**src/rtl/pfc_seq_pkg.sv**
```systemverilog
package pfc_seq_pkg;

    typedef enum logic [2:0] {
        ST_INIT    = 3'd0,
        ST_OFFSET  = 3'd1,
        ST_INRUSH  = 3'd2,
        ST_SETTLE2 = 3'd3,
        ST_REGUL   = 3'd4
    } seq_state_t;

    typedef struct packed {
        logic relay;
        logic start;
        logic ramp_run;
        logic det_clear;
    } seq_cmd_t;

    function automatic logic [31:0] abs_gap(input logic [31:0] a, input logic [31:0] b);
        return (a >= b) ? (a - b) : (b - a);
    endfunction

    function automatic logic [32:0] sat_sum(input logic [31:0] a, input logic [31:0] b,
                                            input logic [31:0] lim);
        logic [32:0] s;
        s = {1'b0, a} + {1'b0, b};
        return (s >= {1'b0, lim}) ? {1'b0, lim} : s;
    endfunction

endpackage

```
**src/rtl/pfc_flat_detect.sv**
```systemverilog
module pfc_flat_detect
    import pfc_seq_pkg::*;
#(
    parameter int BUS_W = 12,
    parameter int CNT_W = 8
) (
    input  logic             clk,
    input  logic             rst,
    input  logic             clear,
    input  logic             sample_vld,
    input  logic [BUS_W-1:0] sample_bus,
    input  logic [BUS_W-1:0] flat_delta,
    input  logic [CNT_W-1:0] flat_count,
    output logic             flat
);
    localparam logic [CNT_W-1:0] RUN_MAX = {CNT_W{1'b1}};

    logic [BUS_W-1:0] prev_q;
    logic             have_prev_q;
    logic [CNT_W-1:0] run_q;
    logic [31:0]      gap;
    logic             quiet;

    assign gap   = abs_gap(32'(sample_bus), 32'(prev_q));
    assign quiet = gap < 32'(flat_delta);

    always_ff @(posedge clk) begin
        if (rst || clear) begin
            prev_q      <= '0;
            have_prev_q <= 1'b0;
            run_q       <= '0;
        end else if (sample_vld) begin
            prev_q      <= sample_bus;
            have_prev_q <= 1'b1;
            if (have_prev_q) begin
                if (!quiet)
                    run_q <= '0;
                else if (run_q != RUN_MAX)
                    run_q <= run_q + 1'b1;
            end
        end
    end

    assign flat = have_prev_q && (run_q >= flat_count);
endmodule

```
**src/rtl/pfc_seq_fsm.sv**
```systemverilog
module pfc_seq_fsm
    import pfc_seq_pkg::*;
(
    input  logic     clk,
    input  logic     rst,
    input  logic     fault_stop,
    input  logic     offset_ok,
    input  logic     flat,
    output seq_cmd_t cmd
);
    seq_state_t state_q, state_d;
    logic       start_q;
    logic       adv_relay, adv_reg, tracking;

    assign adv_relay = !fault_stop && (state_q == ST_INRUSH)  && flat;
    assign adv_reg   = !fault_stop && (state_q == ST_SETTLE2) && flat;
    assign tracking  = (state_q == ST_INRUSH) || (state_q == ST_SETTLE2);

    always_comb begin
        state_d = state_q;
        if (fault_stop) begin
            state_d = ST_INIT;
        end else begin
            unique case (state_q)
                ST_INIT:    state_d = ST_OFFSET;
                ST_OFFSET:  if (offset_ok) state_d = ST_INRUSH;
                ST_INRUSH:  if (adv_relay) state_d = ST_SETTLE2;
                ST_SETTLE2: if (adv_reg)   state_d = ST_REGUL;
                ST_REGUL:   state_d = ST_REGUL;
                default:    state_d = ST_INIT;
            endcase
        end
    end

    always_ff @(posedge clk) begin
        if (rst) begin
            state_q <= ST_INIT;
            start_q <= 1'b0;
        end else begin
            state_q <= state_d;
            start_q <= adv_reg;
        end
    end

    always_comb begin
        cmd.relay     = (state_q == ST_SETTLE2) || (state_q == ST_REGUL);
        cmd.start     = start_q;
        cmd.ramp_run  = (state_q == ST_REGUL) && !fault_stop;
        cmd.det_clear = fault_stop || !tracking || adv_relay || adv_reg;
    end
endmodule

```
**src/rtl/pfc_ref_ramp.sv**
```systemverilog
module pfc_ref_ramp
    import pfc_seq_pkg::*;
#(
    parameter int BUS_W = 12
) (
    input  logic             clk,
    input  logic             rst,
    input  logic             run,
    input  logic             tick,
    input  logic [BUS_W-1:0] target_code,
    input  logic [BUS_W-1:0] slope_step,
    output logic [BUS_W-1:0] vref
);
    logic [BUS_W-1:0] ref_q;
    logic [32:0]      nxt;

    assign nxt = sat_sum(32'(ref_q), 32'(slope_step), 32'(target_code));

    always_ff @(posedge clk) begin
        if (rst || !run)
            ref_q <= '0;
        else if (tick)
            ref_q <= nxt[BUS_W-1:0];
    end

    assign vref = ref_q;
endmodule

```
**src/rtl/pfc_startup_seq.sv**
```systemverilog
module pfc_startup_seq
    import pfc_seq_pkg::*;
#(
    parameter int BUS_W = 12,
    parameter int CNT_W = 8
) (
    input  logic             clk,
    input  logic             rst,
    input  logic             fault_stop,
    input  logic             offset_ok,
    input  logic             sample_vld,
    input  logic [BUS_W-1:0] sample_bus,
    input  logic [BUS_W-1:0] flat_delta,
    input  logic [CNT_W-1:0] flat_count,
    input  logic [BUS_W-1:0] target_code,
    input  logic [BUS_W-1:0] slope_step,
    input  logic             ctrl_tick,
    output logic             relay_close,
    output logic             reg_start,
    output logic [BUS_W-1:0] vref
);
    seq_cmd_t cmd;
    logic     flat;

    pfc_flat_detect #(.BUS_W(BUS_W), .CNT_W(CNT_W)) u_flat (
        .clk        (clk),
        .rst        (rst),
        .clear      (cmd.det_clear),
        .sample_vld (sample_vld),
        .sample_bus (sample_bus),
        .flat_delta (flat_delta),
        .flat_count (flat_count),
        .flat       (flat)
    );

    pfc_seq_fsm u_fsm (
        .clk        (clk),
        .rst        (rst),
        .fault_stop (fault_stop),
        .offset_ok  (offset_ok),
        .flat       (flat),
        .cmd        (cmd)
    );

    pfc_ref_ramp #(.BUS_W(BUS_W)) u_ramp (
        .clk         (clk),
        .rst         (rst),
        .run         (cmd.ramp_run),
        .tick        (ctrl_tick),
        .target_code (target_code),
        .slope_step  (slope_step),
        .vref        (vref)
    );

    assign relay_close = cmd.relay;
    assign reg_start   = cmd.start;
endmodule

```
**config.mk**
```make
export PLATFORM = sky130hd
export DESIGN_NAME = pfc_startup_seq
export DESIGN_NICKNAME = d
export VERILOG_FILES = /design/src/rtl/pfc_seq_pkg.sv /design/src/rtl/pfc_flat_detect.sv /design/src/rtl/pfc_seq_fsm.sv /design/src/rtl/pfc_ref_ramp.sv /design/src/rtl/pfc_startup_seq.sv
export SDC_FILE = /design/constraint.sdc
export NUM_CORES = 1
export LEC_CHECK = 0
export CAP_MARGIN = 5
export CORE_AREA = 2 2 76 107
export DETAILED_ROUTE_END_ITERATION = 16
export DIE_AREA = 0 0 78 109
export PLACE_DENSITY_LB_ADDON = 0.12
export RECOVER_POWER = 100
export SLEW_MARGIN = 20
export SYNTH_ARGS = -nofsm -noshare
export SYNTH_HDL_FRONTEND = slang
export SYNTH_SLANG_ARGS = --single-unit
```
**constraint.sdc**
```tcl
create_clock -name clk -period 6.9 [get_ports clk]
set_input_delay 2.07 -clock clk [delete_from_list [all_inputs] [get_ports clk]]
set_output_delay 2.07 -clock clk [all_outputs]
set_load 0.02 [all_outputs]
```
==> summary.txt <==
CTS
  – Clock root buffer: clkbuf_8
  – Bufs on Longest Clock Path: 2
  – # hold bufs at CTS: 0
  – Sink Count: 37
  – H-tree depth: 2
  – Clk slew on worst S/H paths: 80 ps
  – CTS tree: yes
  – Num CTS Buffers: 5
  – Worst-skew pair later-pin latency: 310 ps

Final layout
  – Fillers: 694
  – Non-Filler Instances: 672
  – Layout cell share with drive strength beyond 1: 0.0577
  – Area Overhead vs Synth: 24.8%
  – Cell area after layout: 0.00495 mm2
  – Antenna diode count: 0
  – Nets@finish: 704

Route
  – WL met3: 439 um
  – Highest routed layer: met4
  – Met2 wire len: 4800 um
  – Vias: 3710
  – DR WL/cell: 14.0 um
  – Wl on met1: 3930 um
  – Iter 0 DRT Violations: 103
  – Final ANT Viol Nets: 0
  – Drt first pass iters: 4
  – Vias per cell: 5.52
  – Post-route DRC: 0
  – WL final: 9400 um

Worst setup path
  – Critical path arrival: 6770 ps
  – Worst-path fanout max: 9
  – Critical Path Max Stage Delay: 500 ps
  – Crit-path cells: clkdlybuf4s50_1 -> inv_1 -> ha_1 -> nand4_1 -> or3_1 -> o211ai_2 -> a41o_1 -> buf_4 -> mux2i_1 -> o2111ai_1 -> or4b_1 -> o211a_1 -> ha_1 -> nand4_1 -> o31ai_1 -> nor2_1 -> o21bai_2 -> nor3_1
  – CP endpoint kind: register
  – CP Data Required Time: 7080 ps
  – Startpoint class of the critical path: primary input
  – Crit-path slowest cell: clkdlybuf4s50_1
  – Kind of critical path: in -> reg

Global route
  – GRT overflow: 0
  – Vias in the first global route: 3689
  – First-pass GRT wire length: 15600 um
  – Initial antenna violation count: 0
  – Largest net degree at the start of global routing: 22
  – Tot GR Track Use: 0.228

Die
  – Chip width: 78 um
  – Die height: 109 um
  – Core Area: 0.00761 mm2
  – Die Area: 0.00850 mm2
  – Initial Utilization: 0.522
  – Io pins: 76
  – Row cnt: 38

Logic synthesis
  – Yosys reg bits: 37
  – Fraction of registers with async set/reset: 0
  – Yosys cell types: 56
  – Most used DFF post-synth: dfxtp_1
  – Post-synth EDFFs: 0
  – Share of the synthesized area in the top cell type: 0.214
  – Mapped cell area: 0.00397 mm2
  – Largest area contributor in the netlist: ha_1
  – Synth area leaders: ha_1, dfxtp_1, mux2i_1
  – Cells after Synth: 495
  – Count leader, synth: inv_1
  – Top post-synthesis cells by count: inv_1, ha_1, nor2_1
  – Yosys warns: 0
  – Post-synthesis net count: 628
  – Synthesized area per cell: 8.02 um2
  – Register area share after synthesis: 0.187

STA
  – Max Slew Vio Count: 0
  – Setup violations, final: 0
  – Final worst-path cycle share: 0.954
  – Min setup slack post-route: 317 ps
  – Max Clk Rate: 152 MHz
  – Min cycle time layout: 6580 ps
  – Worst Max-Slew Pin Slew: 787 ps
  – Rel. slew slack: 0.474
  – RSZ-0062 raised after global routing: false
  – Worst Clk Skew: 12.6 ps
  – Final Hold Fails: 0

Placed design
  – Placed cell count: 664
  – Port bufs: 75
  – Placed Area: 0.00484 mm2
  – HPWL after DPL: 7600 um
  – Pre-CTS setup slack: -92.1 ps
  – RePlAce Congestion: 0.871

Flow run
  – Maxcap violations: 0

Power
  – Peak VDD IR: 113 uV
  – Power per Cell Area: 123 mW/mm2
  – LEAKAGE: 2.39 nW
  – Total power: 0.000609 W

Min path
  – Type of the most critical hold path: reg -> reg

Outcome
  – Status: complete, no violations
-- layout make-up --
class,count,area (um2),share of cell area
clock inverters,2,37.5,0.00758
clock buffers,6,82.6,0.0167
inverters,72,270,0.0545
flip-flops and latches,37,741,0.149
well taps,100,125,0.0253
repair buffers,87,837,0.169
multi-input cells,368,2860,0.578
-- critical path: cells and delay by family --
family                     cells  cell delay, ps
AOI/OAI and AO/OA              6            1630
adders and majority gates      2             720
buffers and inverters          3             820
muxes                          1             120
and+or+nand+nor                6            1410
-- repair_timing --
item	CTS	global route
gates resized for setup	0	1
buffers inserted	0	0
setup endpoints to repair	0	7
-- worst paths after layout --
| path | slack (ps) | to | depth (start not counted) | startpoint |
|---|---|---|---|---|
| max | 320 | u_flat.run_q[6]$_SDFFE_PP0P_ | 18 | sample_bus[9] |
| min | 500 | u_ramp.vref[11]$_SDFFE_PP0P_ | 2 | u_ramp.vref[11]$_SDFFE_PP0P_ |
| max reg2reg | 2250 | u_ramp.vref[0]$_SDFFE_PP0P_ | 18 | u_ramp.vref[0]$_SDFFE_PP0P_ |
| min reg2reg | 500 | u_ramp.vref[11]$_SDFFE_PP0P_ | 2 | u_ramp.vref[11]$_SDFFE_PP0P_ |
-- sequential cells by signal, indices dropped and copies added, names as in the netlist --
signal,flops
u_ramp.vref,12
u_fsm.start_q,1
u_flat.prev_q,12
u_flat.run_q,8
u_flat.have_prev_q,1
u_fsm.state_q,3
-- kinds of logic after synthesis --
group / after synthesis / synth area share
AND/OR/NAND/NOR: 115 / 0.138
buffers and inverters: 90 / 0.0923
flip-flops: 37 / 0.187
adder cells (fa/ha/maj): 71 / 0.229
XOR/XNOR: 23 / 0.0507
AO/OA/AOI/OAI: 126 / 0.218
multiplexers: 33 / 0.0851
-- routing by layer --
metal / global-route usage / vias to the layer above
met4: 0.0977 / 0
met2: 0.435 / 84
met1: 0.243 / 1718
li1: - / 1889
met5: 0 / -
met3: 0.0414 / 19
-- cell usage in the layout (no fill, tap or decap), types with 16 or more instances in the layout --
cell,count
ha_1,68
a21o_1,17
clkdlybuf4s50_1,60
inv_1,72
nor2_1,47
mux2i_1,30
nand2_1,19
o21ai_0,16
dfxtp_1,37
a21oi_1,34
-- where the power goes --
part	internal (W)	switching (W)	total (W)
Clock	0.000118	0.0000909	0.000209
Sequential	0.000214	0.00000110	0.000215
Combinational	0.0000978	0.0000878	0.000186
-- stage by stage --
stage / TNS [ps] / util / hold slack, ps
final: 0 / 0.651 / 497
after detailed placement: -551 / 0.636 / 482
after CTS: 0 / 0.652 / 500
after global routing: 0 / 0.651 / 519
after floorplan: 0 / - / 481
after global placement: 0 / 0.636 / 485
Note: power is estimated with default switching activity, not from simulation.
